File: src/rtl/ptmr_pkg.sv
package ptmr_pkg;

    typedef enum logic [1:0] {
        SRC_CLK  = 2'd0,
        SRC_DIV2 = 2'd1,
        SRC_DIV8 = 2'd2,
        SRC_SLOW = 2'd3
    } src_sel_e;

    typedef enum logic [1:0] {
        LD_IDLE     = 2'd0,
        LD_CAPTURE  = 2'd1,
        LD_TRANSFER = 2'd2
    } ld_phase_e;

    localparam logic [1:0] ADDR_CTL  = 2'd0;
    localparam logic [1:0] ADDR_PRE  = 2'd1;
    localparam logic [1:0] ADDR_MAIN = 2'd2;

    // control register bit positions
    localparam int CTL_RUN  = 0;
    localparam int CTL_SRC  = 1;
    localparam int CTL_POL  = 3;
    localparam int CTL_INV  = 4;
    localparam int CTL_FLAG = 7;

endpackage

File: src/rtl/ptmr_tick_sel.sv
module ptmr_tick_sel
    import ptmr_pkg::*;
#(
    parameter int DIV_A = 2,
    parameter int DIV_B = 8
) (
    input  logic     clk,
    input  logic     rst_n,
    input  src_sel_e src_i,
    input  logic     slow_i,
    output logic     tick_o
);
    localparam int CW = $clog2(DIV_B);
    localparam int AW = $clog2(DIV_A);

    logic [CW-1:0] div_d, div_q;

    always_comb begin
        div_d = div_q + 1'b1;
        unique case (src_i)
            SRC_CLK:  tick_o = 1'b1;
            SRC_DIV2: tick_o = &div_q[AW-1:0];
            SRC_DIV8: tick_o = &div_q;
            default:  tick_o = slow_i;
        endcase
    end

    always_ff @(posedge clk) begin
        if (!rst_n) div_q <= '0;
        else        div_q <= div_d;
    end

endmodule

File: src/rtl/ptmr_engine.sv
module ptmr_engine
    import ptmr_pkg::*;
#(
    parameter int CNT_W = 8
) (
    input  logic             clk,
    input  logic             rst_n,
    input  logic             run_i,
    input  logic             tick_i,
    input  logic             wr_pre_i,
    input  logic             wr_main_i,
    input  logic [CNT_W-1:0] wr_data_i,
    output logic [CNT_W-1:0] pre_cnt_o,
    output logic [CNT_W-1:0] main_cnt_o,
    output logic             uflow_o
);
    typedef struct packed {
        logic [CNT_W-1:0] pre_cnt;
        logic [CNT_W-1:0] pre_rld;
        logic [CNT_W-1:0] pre_stage;
        logic [CNT_W-1:0] main_cnt;
        logic [CNT_W-1:0] main_rld;
        logic [CNT_W-1:0] main_stage;
        logic [1:0]       pend;       // bit0 prescaler, bit1 main
        ld_phase_e        phase;
    } eng_s;

    eng_s eng_d, eng_q;
    logic adv;

    always_comb begin
        eng_d   = eng_q;
        uflow_o = 1'b0;
        adv     = run_i && tick_i;
        if (!run_i) begin
            // stopped: direct load of reload and count
            if (wr_pre_i) begin
                eng_d.pre_rld = wr_data_i;
                eng_d.pre_cnt = wr_data_i;
            end
            if (wr_main_i) begin
                eng_d.main_rld = wr_data_i;
                eng_d.main_cnt = wr_data_i;
            end
        end else if (wr_pre_i || wr_main_i) begin
            // running: stage data, restart the load sequence
            if (wr_pre_i)  eng_d.pre_stage  = wr_data_i;
            if (wr_main_i) eng_d.main_stage = wr_data_i;
            eng_d.pend  = eng_q.pend | {wr_main_i, wr_pre_i};
            eng_d.phase = LD_CAPTURE;
        end else if (adv) begin
            unique case (eng_q.phase)
                LD_CAPTURE: begin
                    if (eng_q.pend[0]) eng_d.pre_rld  = eng_q.pre_stage;
                    if (eng_q.pend[1]) eng_d.main_rld = eng_q.main_stage;
                    eng_d.phase = LD_TRANSFER;
                end
                LD_TRANSFER: begin
                    if (eng_q.pend[0]) eng_d.pre_cnt  = eng_q.pre_rld;
                    if (eng_q.pend[1]) eng_d.main_cnt = eng_q.main_rld;
                    eng_d.pend  = '0;
                    eng_d.phase = LD_IDLE;
                end
                default: begin
                    if (eng_q.pre_cnt == '0) begin
                        eng_d.pre_cnt = eng_q.pre_rld;
                        if (eng_q.main_cnt == '0) begin
                            eng_d.main_cnt = eng_q.main_rld;
                            uflow_o        = 1'b1;
                        end else begin
                            eng_d.main_cnt = eng_q.main_cnt - 1'b1;
                        end
                    end else begin
                        eng_d.pre_cnt = eng_q.pre_cnt - 1'b1;
                    end
                end
            endcase
        end
    end

    always_ff @(posedge clk) begin
        if (!rst_n) eng_q <= '0;
        else        eng_q <= eng_d;
    end

    assign pre_cnt_o  = eng_q.pre_cnt;
    assign main_cnt_o = eng_q.main_cnt;

endmodule

File: src/rtl/pulse_reload_timer.sv
module pulse_reload_timer
    import ptmr_pkg::*;
#(
    parameter int CNT_W = 8,
    parameter int DIV_A = 2,
    parameter int DIV_B = 8
) (
    input  logic             clk,
    input  logic             rst_n,
    input  logic             wr_en,
    input  logic [1:0]       wr_addr,
    input  logic [CNT_W-1:0] wr_data,
    input  logic [1:0]       rd_addr,
    output logic [CNT_W-1:0] rd_data,
    input  logic             slow_strobe,
    output logic             pulse_out,
    output logic             pulse_inv,
    output logic             pulse_inv_oe,
    output logic             irq
);
    typedef struct packed {
        logic     run;
        src_sel_e src;
        logic     pol;
        logic     inv_en;
        logic     flag;
        logic     out;
        logic     irq;
    } ctl_s;

    ctl_s st_d, st_q;

    logic             wr_ctl, wr_pre, wr_main;
    logic             tick, uflow;
    logic [CNT_W-1:0] pre_cnt, main_cnt;
    logic             unused_wr_bits;

    assign wr_ctl  = wr_en && (wr_addr == ADDR_CTL);
    assign wr_pre  = wr_en && (wr_addr == ADDR_PRE);
    assign wr_main = wr_en && (wr_addr == ADDR_MAIN);
    assign unused_wr_bits = ^wr_data[CNT_W-1:5];

    ptmr_tick_sel #(
        .DIV_A (DIV_A),
        .DIV_B (DIV_B)
    ) u_tick (
        .clk    (clk),
        .rst_n  (rst_n),
        .src_i  (st_q.src),
        .slow_i (slow_strobe),
        .tick_o (tick)
    );

    ptmr_engine #(
        .CNT_W (CNT_W)
    ) u_eng (
        .clk        (clk),
        .rst_n      (rst_n),
        .run_i      (st_q.run),
        .tick_i     (tick),
        .wr_pre_i   (wr_pre),
        .wr_main_i  (wr_main),
        .wr_data_i  (wr_data),
        .pre_cnt_o  (pre_cnt),
        .main_cnt_o (main_cnt),
        .uflow_o    (uflow)
    );

    always_comb begin
        st_d     = st_q;
        st_d.irq = 1'b0;
        if (wr_ctl) begin
            st_d.run    = wr_data[CTL_RUN];
            st_d.src    = src_sel_e'(wr_data[CTL_SRC +: 2]);
            st_d.pol    = wr_data[CTL_POL];
            st_d.inv_en = wr_data[CTL_INV];
            if (wr_data[CTL_FLAG]) st_d.flag = 1'b0;
        end
        if (uflow) begin
            st_d.out  = ~st_q.out;
            st_d.irq  = 1'b1;
            st_d.flag = 1'b1;
        end
        if (wr_main) st_d.out = st_q.pol;
    end

    always_ff @(posedge clk) begin
        if (!rst_n) st_q <= '0;
        else        st_q <= st_d;
    end

    always_comb begin
        rd_data = '0;
        unique case (rd_addr)
            ADDR_CTL: begin
                rd_data[CTL_RUN]      = st_q.run;
                rd_data[CTL_SRC +: 2] = st_q.src;
                rd_data[CTL_POL]      = st_q.pol;
                rd_data[CTL_INV]      = st_q.inv_en;
                rd_data[CTL_FLAG]     = st_q.flag;
            end
            ADDR_PRE:  rd_data = pre_cnt;
            ADDR_MAIN: rd_data = main_cnt;
            default:   rd_data = '0;
        endcase
    end

    assign pulse_out    = st_q.out;
    assign pulse_inv_oe = st_q.inv_en;
    assign pulse_inv    = st_q.inv_en & ~st_q.out;
    assign irq          = st_q.irq;

endmodule

File: config.mk
export PLATFORM = sky130hd
export DESIGN_NAME = pulse_reload_timer
export DESIGN_NICKNAME = d
export VERILOG_FILES = /design/src/rtl/ptmr_pkg.sv /design/src/rtl/ptmr_tick_sel.sv /design/src/rtl/ptmr_engine.sv /design/src/rtl/pulse_reload_timer.sv
export SDC_FILE = /design/constraint.sdc
export NUM_CORES = 1
export LEC_CHECK = 0
export BUFFER_PORTS_ARGS = -buffer_cell sky130_fd_sc_hd__buf_2
export CAP_MARGIN = 15
export CELL_PAD_IN_SITES_DETAIL_PLACEMENT = 0
export CELL_PAD_IN_SITES_GLOBAL_PLACEMENT = 1
export CORE_ASPECT_RATIO = 1.5
export CORE_UTILIZATION = 45
export DETAILED_ROUTE_END_ITERATION = 10
export HOLD_SLACK_MARGIN = 0.1
export PLACE_DENSITY_LB_ADDON = 0.25
export SLEW_MARGIN = 20
export SYNTH_ARGS = -nofsm -noshare
export SYNTH_HDL_FRONTEND = slang
export SYNTH_HIERARCHICAL = 1
export SYNTH_SLANG_ARGS = --single-unit
File: constraint.sdc
create_clock -name clk -period 3 [get_ports clk]
set_input_delay 0.3 -clock clk [delete_from_list [all_inputs] [get_ports clk]]
set_output_delay 0.3 -clock clk [all_outputs]
set_load 0.02 [all_outputs]
== After elaboration in Yosys (flattened, before gate mapping) ==
Index checks and enable logic that the tools add are counted.

* Register bits after elaboration: 63
* Input bits: 16

* Muxes and demuxes: 37
* Reduce and logical (&&, ||, !) cells: 29
* Equal/unequal tests: 17
* Bitwise gates (word level): 3
* Add/sub/neg operators: 3

{| class="wikitable"
|+ Operators with widths
! operator !! count
|-
| 16-bit two-way mux || 8
|-
| 8-bit two-way mux || 9
|-
| 8-bit one-hot mux with 2 select lines || 2
|-
| 8-bit zero test || 2
|-
| 8-bit by 1-bit subtractor with 8-bit output (second input constant) || 2
|-
| 5-bit one-hot mux with 3 select lines || 1
|-
| 3-bit AND reduction || 5
|-
| 5-bit AND reduction || 3
|-
| 2-bit nonzero test || 7
|-
| 1-bit two-way mux || 9
|-
| 2-bit by 1-bit equality test with 1-bit output (second input constant) || 4
|-
| 2-bit equality test (second input constant) || 4
|-
| 4-bit two-way mux || 2
|-
| 2-bit by 1-bit != test with 1-bit output (second input constant) || 4
|-
| 2-bit one-hot mux with 2 select lines || 2
|-
| 2-bit zero test || 3
|-
| 3-bit by 2-bit != test with 1-bit output (second input constant) || 2
|-
| 1-bit one-hot mux with 3 select lines || 2
|-
| 6-bit AND reduction || 1
|-
| 1-bit logical AND || 4
|-
| 2-bit != test (second input constant) || 2
|-
| 3-bit by 1-bit adder with 3-bit output (second input constant) || 1
|-
| 3-bit two-way mux || 1
|-
| 3-bit by 1-bit != test with 1-bit output (second input constant) || 1
|-
| other kinds (8) || 8
|}

== Longest topological paths before layout ==
Gate-level depths: netlist of the first run.

* Word-level depth: 9
* Gate-level depth with buffers: 10
* Mapped depth without buffers: 9

== Hierarchy ==
Netlist of the first run, hierarchy kept.

{| class="wikitable"
|+ Modules (own cells, without submodules)
! module !! cells an instance !! area each (µm²) !! instances
|-
| ptmr_engine || 362 || 2889.0 || 1
|-
| pulse_reload_timer || 59 || 524.3 || 1
|-
| ptmr_tick_sel || 11 || 131.4 || 1
|}

== Worst setup path before layout of the first run ==
No wires, ideal clock.

* Path type: register to register
* Start: register u_tick.div_q[0]
* End: register u_eng.eng_q (netlist bit u_eng/pre_cnt_o[6])
* Period minus slack after synthesis: 2.097 ns
* Stages on the path, launching flop included: 10
* Path buffers: 1
* Data required time: 2.881 ns
* Arrival: 1.979 ns
* Path slack: 0.903 ns
* Path through: dfxtp_1 ha_1 ha_1 mux2i_1 a21oi_1 and4bb_2 o211a_1 or2_2 buf_2 o221a_2

* Longest elaborated chain between the ends: 5

{| class="wikitable"
|+ RTL lines
! element !! line !! source
|-
| start, declared || ptmr_tick_sel.sv:16 || <nowiki>logic [CW-1:0] div_d, div_q;</nowiki>
|-
| start signal, assigned || ptmr_tick_sel.sv:30 || <nowiki>else div_q <= div_d;</nowiki>
|-
| 3-bit AND reduction || ptmr_tick_sel.sv:23 || <nowiki>SRC_DIV8: tick_o = &div_q;</nowiki>
|-
| 1-bit one-hot mux with 3 select lines (*) || ptmr_tick_sel.sv:20 || <nowiki>unique case (src_i)</nowiki>
|-
| via tick || pulse_reload_timer.sv:34 || <nowiki>logic tick, uflow;</nowiki>
|-
| 1-bit logical AND (*) || ptmr_engine.sv:34 || <nowiki>adv = run_i && tick_i;</nowiki>
|-
| 2-bit by 1-bit != test with 1-bit output (no line) (*) || - ||
|-
| 5-bit AND reduction (no line) (*) || - ||
|-
| end signal, assigned || ptmr_engine.sv:83 || <nowiki>else eng_q <= eng_d;</nowiki>
|-
| end, declared || ptmr_engine.sv:28 || <nowiki>eng_s eng_d, eng_q;</nowiki>
|}

The timed path passes the listed nets; every way through them passes the cells marked *.
A chain may end at the register's enable or synchronous reset.

== Worst setup path in the final report of the first run ==
* Start: register u_tick.div_q[0]
* End: register u_eng/eng_q[12] (netlist bit)

The elaborated chain is that of the path after synthesis.

==> results of run 1 <==
==> worst register-to-register path, delay by kind of cell, from the launching register on <==
kind,cells,cell delay (ns)
muxes,1,0.06
DFF,1,0.37
adders and majority gates,2,0.31
and+or+nand+nor,2,0.44
AOI/OAI and AO/OA,4,1.14
==> cell usage in the layout (no fill, tap or decap), types with 3 or more instances in the layout <==
cell type,n
a222oi_1,6
o211ai_1,7
nor3_1,6
buf_4,5
xor2_1,3
ha_1,12
a21oi_2,5
a31oi_1,7
nand3_1,17
nor2_1,34
nand2_1,49
a21oi_1,50
xnor2_1,4
mux2i_1,7
o21ai_0,18
dfxtp_1,62
clkbuf_16,9
buf_2,27
mux2_2,3
nor2b_1,17
and2_1,3
a211oi_1,22
inv_1,17
==> area by class of cell <==
class                      instances  area, sq um
clock buffer                      13          260
sequential                        63         1260
inverter                          18         67.6
timing repair buffer              33          193
clock inverter                     1         5.00
fill                             740         3700
tap                              102          128
multi-input combinational        312         1990
==> worst max-delay path by stage <==
stage | from | endpoint | depth (start not counted)
floorplan | u_tick/div_q[0] | u_eng/pre_cnt_o[6] | 9
global placement | u_tick/div_q[0] | u_eng/eng_q[13] | 9
detailed placement | u_tick/div_q[0] | u_eng/eng_q[12] | 9
CTS | u_tick/div_q[0] | u_eng/eng_q[17] | 9
global route | u_tick/div_q[0] | u_eng/eng_q[12] | 9
finish | u_tick/div_q[0] | u_eng/eng_q[12] | 9
==> Yosys cell counts (5+ instances only) <==
master / instances
nor2_1: 34
o21ai_0: 18
nor3_1: 6
clkbuf_1: 11
inv_1: 18
mux2i_1: 7
ha_1: 12
a31oi_1: 7
nand2_1: 49
dfxtp_1: 63
buf_4: 16
nor2b_1: 17
nand3_1: 17
a211oi_1: 22
a222oi_1: 6
o211ai_1: 7
a21oi_2: 5
buf_2: 7
a21oi_1: 50
==> power by group <==
part / internal [mW] / switching (mW)
logic: 0.149 / 0.223
registers: 0.876 / 0.0525
clock network: 0.593 / 0.344
total: 1.62 / 0.620
==> registers in the layout (all words and copies together) (netlist names) <==
signal / count
u_eng/eng_q: 36
pulse_out: 1
u_eng/pre_cnt_o: 8
u_eng/main_cnt_o: 8
pulse_inv_oe: 1
u_tick/div_q: 3
irq: 1
st_q: 5
==> cell families (layout without fill, tap and decap cells) <==
logic type / after synthesis / count (layout) / share of synthesized area
and+or+nand+nor: 145 / 145 / 0.211
buffers and inverters: 57 / 65 / 0.0819
DFF: 63 / 63 / 0.356
muxes: 10 / 10 / 0.0293
xor gates and xnor gates: 7 / 7 / 0.0173
AOI/OAI and AO/OA: 138 / 138 / 0.262
adders and majority gates: 12 / 12 / 0.0424
==> per-layer routing <==
metal | wire, um | global-route usage | up-vias
met2 | 4950 | 0.412 | 96
met4 | 221 | 0.108 | 0
li1 | - | - | 1550
met3 | 455 | 0.0536 | 14
met1 | 4040 | 0.312 | 1474
met5 | 0 | 0 | -
==> per-stage QoR <==
step	worst slack (ns)	total power, mW	util	instance area [sq um]	hold slack (ns)
finish	0.587	2.24	0.513	3910	0.258
global route	0.327	2.34	0.513	3910	0.262
CTS	0.629	2.26	0.513	3910	0.245
detailed placement	0.647	1.31	0.479	3640	0.450
global placement	0.720	1.31	0.479	3640	0.445
floorplan	0.903	1.22	-	3540	0.407
==> flow_metrics.tcl, run 1 <==
set metrics [dict create \
    outcome "complete, no violations" \
    coreArea_sq_um 7610 \
    routabilityCongestion 0.845 \
    cpMaxStageDelayCell "a21oi_2" \
    critical_path_required_ns 3.24 \
    vias 3134 \
    clock_latency_ns 0.33 \
    grt.overflow.total 0 \
    path_buf_inv 0 \
    period_minus_slack_ns 2.41 \
    clk_pin_slew_ns 0.05 \
    synth_area_leaders "dfxtp_1, a21oi_1, nand2_1" \
    ys_types 57 \
    path_delay_family "compound AO/OA/AOI/OAI gates" \
    fin_worst_skew_ns 0.00390 \
    die_area_sq_um 8240 \
    rsz0062_at_grt "no" \
    grt_pass1_vias 2874 \
    antenna_found_initial 0 \
    r2r_setup_slack_ns 0.59 \
    ctsHtreeMaxLevel 3 \
    postRouteAntennaNets 0 \
    min_path_cells 3 \
    crit_path_start_kind "register" \
    grt_pass1_wl_um 15200 \
    slew_viol_final 0 \
    power-per-cell-area_nw_per_um2 572 \
    place.detailed.hpwl_um 6940 \
    drc 0 \
    drive_gt1_frac 0.164 \
    slew_headroom 0.540 \
    numCtsBuffers 9 \
    io_pins 28 \
    tightest_slew_ns 0.689 \
    synthArstFlopShare 0 \
    finalSetupTns_ns 0 \
    ys_warn_count 6 \
    vdd_drop_max_mv 0.297 \
    yosys.area.top_type_share 0.356 \
    area_growth_pct 10.3 \
    ctsLongestPathBuffers 2 \
    fmax_ghz 0.414 \
    synth_nets 460 \
    clockRootBuffer "clkbuf_16" \
    cts_tree "built" \
    syn_area_per_cell_sq_um 8.21 \
    grt_max_degree 43 \
    fin_crit_sh 0.804 \
    drtIter0Drc 294 \
    crit_fanout 16 \
    timing.rr.end "u_eng/eng_q[12]" \
    grt_usage 0.252 \
    crit_arrival_ns 2.65 \
    hold_viol 0 \
    ctsResizeCount 0 \
    initial_core_util 0.466 \
    synth_edf_count 0 \
    hold_buffers 0 \
    crit_path_cell_trace "ha_1 -> ha_1 -> mux2i_1 -> a21oi_1 -> and4bb_2 -> a21oi_1 -> a21oi_2 -> nor2_1 -> a211oi_1" \
    drt-pass1-iter-count 5 \
    r2r-start "u_tick/div_q[0]" \
    yosys_most_used_dff "dfxtp_1" \
    whs_endpoint "u_eng/eng_q[10]" \
    p_leak_nw 1.45 \
    n_antenna_cell 0 \
    wl_per_cell_um 17.8 \
    cp-end-kind "register" \
    cts_setup_buffers 0 \
    synthCells 432 \
    chipHeight_um 111 \
    hold_path_class "in -> reg" \
    cts_num_sinks 63 \
    synth_seq_area_share 0.356 \
    die-width_um 74.5 \
    yosys.area.top_type "dfxtp_1" \
    numPortBuffers 27 \
    fin_nets 465 \
    vias_per_cell 5.78 \
    hold_start "wr_data[6]" \
    path_class "reg -> reg" \
    netlist_area_sq_um 3540 \
    drv_cap 0 \
    max_stage_delay_ns 0.50 \
    ys_ff_latch 63 \
    stdcell_count 542 \
    wirelength_um 9670 \
    dp_cells 528 \
    setup_violations 0 \
    r2r_cells 9 \
    num_rows 39 \
]
Note: power is estimated with default switching activity, not from simulation.
==> inputs of run 2 (changes only) <==
- CORE_UTILIZATION: 45 -> 41
- clock period: 3 -> 2.2 ns (I/O delays scaled with it)
==> flow_metrics.tcl, run 2 (synthesis results as in run 1) <==
set metrics [dict create \
    numCtsBuffers 9 \
    dp_cells 555 \
    grt.overflow.total 0 \
    finalPower_mw 3.16 \
    tightest_slew_ns 0.575 \
    p_int_mw 2.28 \
    fmax_ghz 0.484 \
    clock_latency_ns 0.33 \
    power-per-cell-area_nw_per_um2 764 \
    m1WireLength_um 4200 \
    p_switching_mw 0.880 \
    drt-pass1-iter-count 6 \
    cts_num_sinks 63 \
    setup_violations 0 \
    routabilityCongestion 0.865 \
    ctsLongestPathBuffers 2 \
    vias 3193 \
    fin_nets 488 \
    r2r_cells 10 \
    r2r_setup_slack_ns 0.13 \
    grt_pass1_wl_um 15900 \
    crit_start "u_tick/div_q[0]" \
    grt_pass1_vias 3075 \
    drive_gt1_frac 0.218 \
    period_minus_slack_ns 2.07 \
    critical_path_required_ns 2.44 \
    path_class "reg -> reg" \
    combPwrFrac 0.181 \
    stdcell_count 571 \
    coreArea_sq_um 8410 \
    slew_headroom 0.616 \
    rsz0062_at_grt "no" \
    p_leak_nw 1.58 \
    ctsHtreeMaxLevel 3 \
    drv_cap 0 \
    switching_share 0.278 \
    layout_common_cells "dfxtp_1, nand2_1, a21oi_1, nor2_1, buf_4" \
    outcome "complete, no violations" \
    fin_crit_sh 0.939 \
    hold_viol 0 \
    initial_core_util 0.421 \
    io_pins 28 \
    area_growth_pct 16.7 \
    dr_wl_met3_um 394 \
    vias_per_cell 5.59 \
    r2r-start "u_tick/div_q[0]" \
    clkPwrFrac 0.424 \
    drc 0 \
    layout_commonest_cell "dfxtp_1" \
    die_area_sq_um 9030 \
    highest_layer "met4" \
    slew_viol_final 0 \
    fin_worst_skew_ns 0.00660 \
    cp-end-kind "register" \
    wl_per_cell_um 17.4 \
    top_register "u_eng/eng_q" \
    grt_max_degree 34 \
    hold_path_class "in -> reg" \
    wirelength_um 9910 \
    place.detailed.hpwl_um 7260 \
    clk_pin_slew_ns 0.05 \
    die-width_um 77.9 \
    timing.rr.end "u_eng/main_cnt_o[6]" \
    crit_fanout 6 \
    antenna_found_initial 0 \
    chipHeight_um 116 \
    hold_buffers 0 \
    crit_path_start_kind "register" \
    n_antenna_cell 0 \
    wl_met2_um 5010 \
    largest_reg_flops 36 \
    cts_tree "built" \
    sequentialPowerShare 0.395 \
    postRouteAntennaNets 0 \
    vdd_drop_max_mv 0.364 \
    grt_usage 0.234 \
    setup.worst_path.end "u_eng/main_cnt_o[6]" \
    crit_arrival_ns 2.30 \
    num_rows 41 \
    clockRootBuffer "clkbuf_16" \
    drtIter0Drc 229 \
    numPortBuffers 27 \
]
-- run 2: how the worst min path moves through the flow --
| stage | from | endpoint | slack, ns | depth (start not counted) |
|---|---|---|---|---|
| CTS | wr_data[5] | u_eng/eng_q[9] | 0.16 | 3 |
| detailed placement | u_eng/eng_q[31] | u_eng/eng_q[31] | 0.45 | 2 |
| global placement | u_eng/eng_q[9] | u_eng/eng_q[9] | 0.45 | 2 |
| finish | wr_data[6] | u_eng/eng_q[10] | 0.17 | 3 |
| global route | wr_data[6] | u_eng/eng_q[34] | 0.18 | 3 |
| floorplan | wr_data[7] | st_q[2] | 0.33 | 1 |
-- run 2: repair_timing --
item | 4_1_cts | 5_1_grt
buffers inserted | 0 | 1
pin swaps | 1 | 5
endpoints found under the setup margin | 8 | 26
gates resized for setup | 2 | 8
-- run 2: critical path, stage by stage (launching register included) --
cell and delay, ns:
dfxtp_1 0.33, ha_1 0.15, ha_1 0.15, mux2i_1 0.08, a21oi_2 0.18, and4bb_4 0.32, a21oi_4 0.06, a211oi_4 0.24
buf_6 0.16, o21ai_2 0.06, a221oi_2 0.26
-- run 2: metal layers --
layer  global-route usage  up-vias
met3               0.0402       25
met5                    0        -
met2                0.419       88
met4                0.110        0
met1                0.270     1482
li1                     -     1598
-- run 2: power groups by stage --
stage	Sequential (mW)	Combinational (mW)	Clock, mW
finish	1.25	0.574	1.34
global route	1.25	0.627	1.43
CTS	1.25	0.562	1.37
detailed placement	1.27	0.557	0
global placement	1.27	0.556	0
floorplan	1.26	0.405	0
-- run 2: layout make-up --
class / instances / area, sq um
clock buffer: 12 / 267
clock inverter: 3 / 17.5
fill: 833 / 4280
inverter: 18 / 67.6
multi-input combinational: 312 / 2030
sequential: 63 / 1260
tap: 107 / 134
timing repair buffer: 56 / 357
-- run 2: per-stage QoR --
step | setup WS, ns | area [sq um] | util | setup TNS, ns | hold slack [ns]
finish | 0.133 | 4140 | 0.492 | 0 | 0.170
detailed placement | -0.0702 | 3800 | 0.452 | -0.362 | 0.447
CTS | 0.0235 | 4100 | 0.487 | 0 | 0.160
global placement | 0.0352 | 3800 | 0.452 | 0 | 0.446
global route | 0.00167 | 4140 | 0.492 | 0 | 0.184
floorplan | 0.103 | 3540 | - | 0 | 0.327
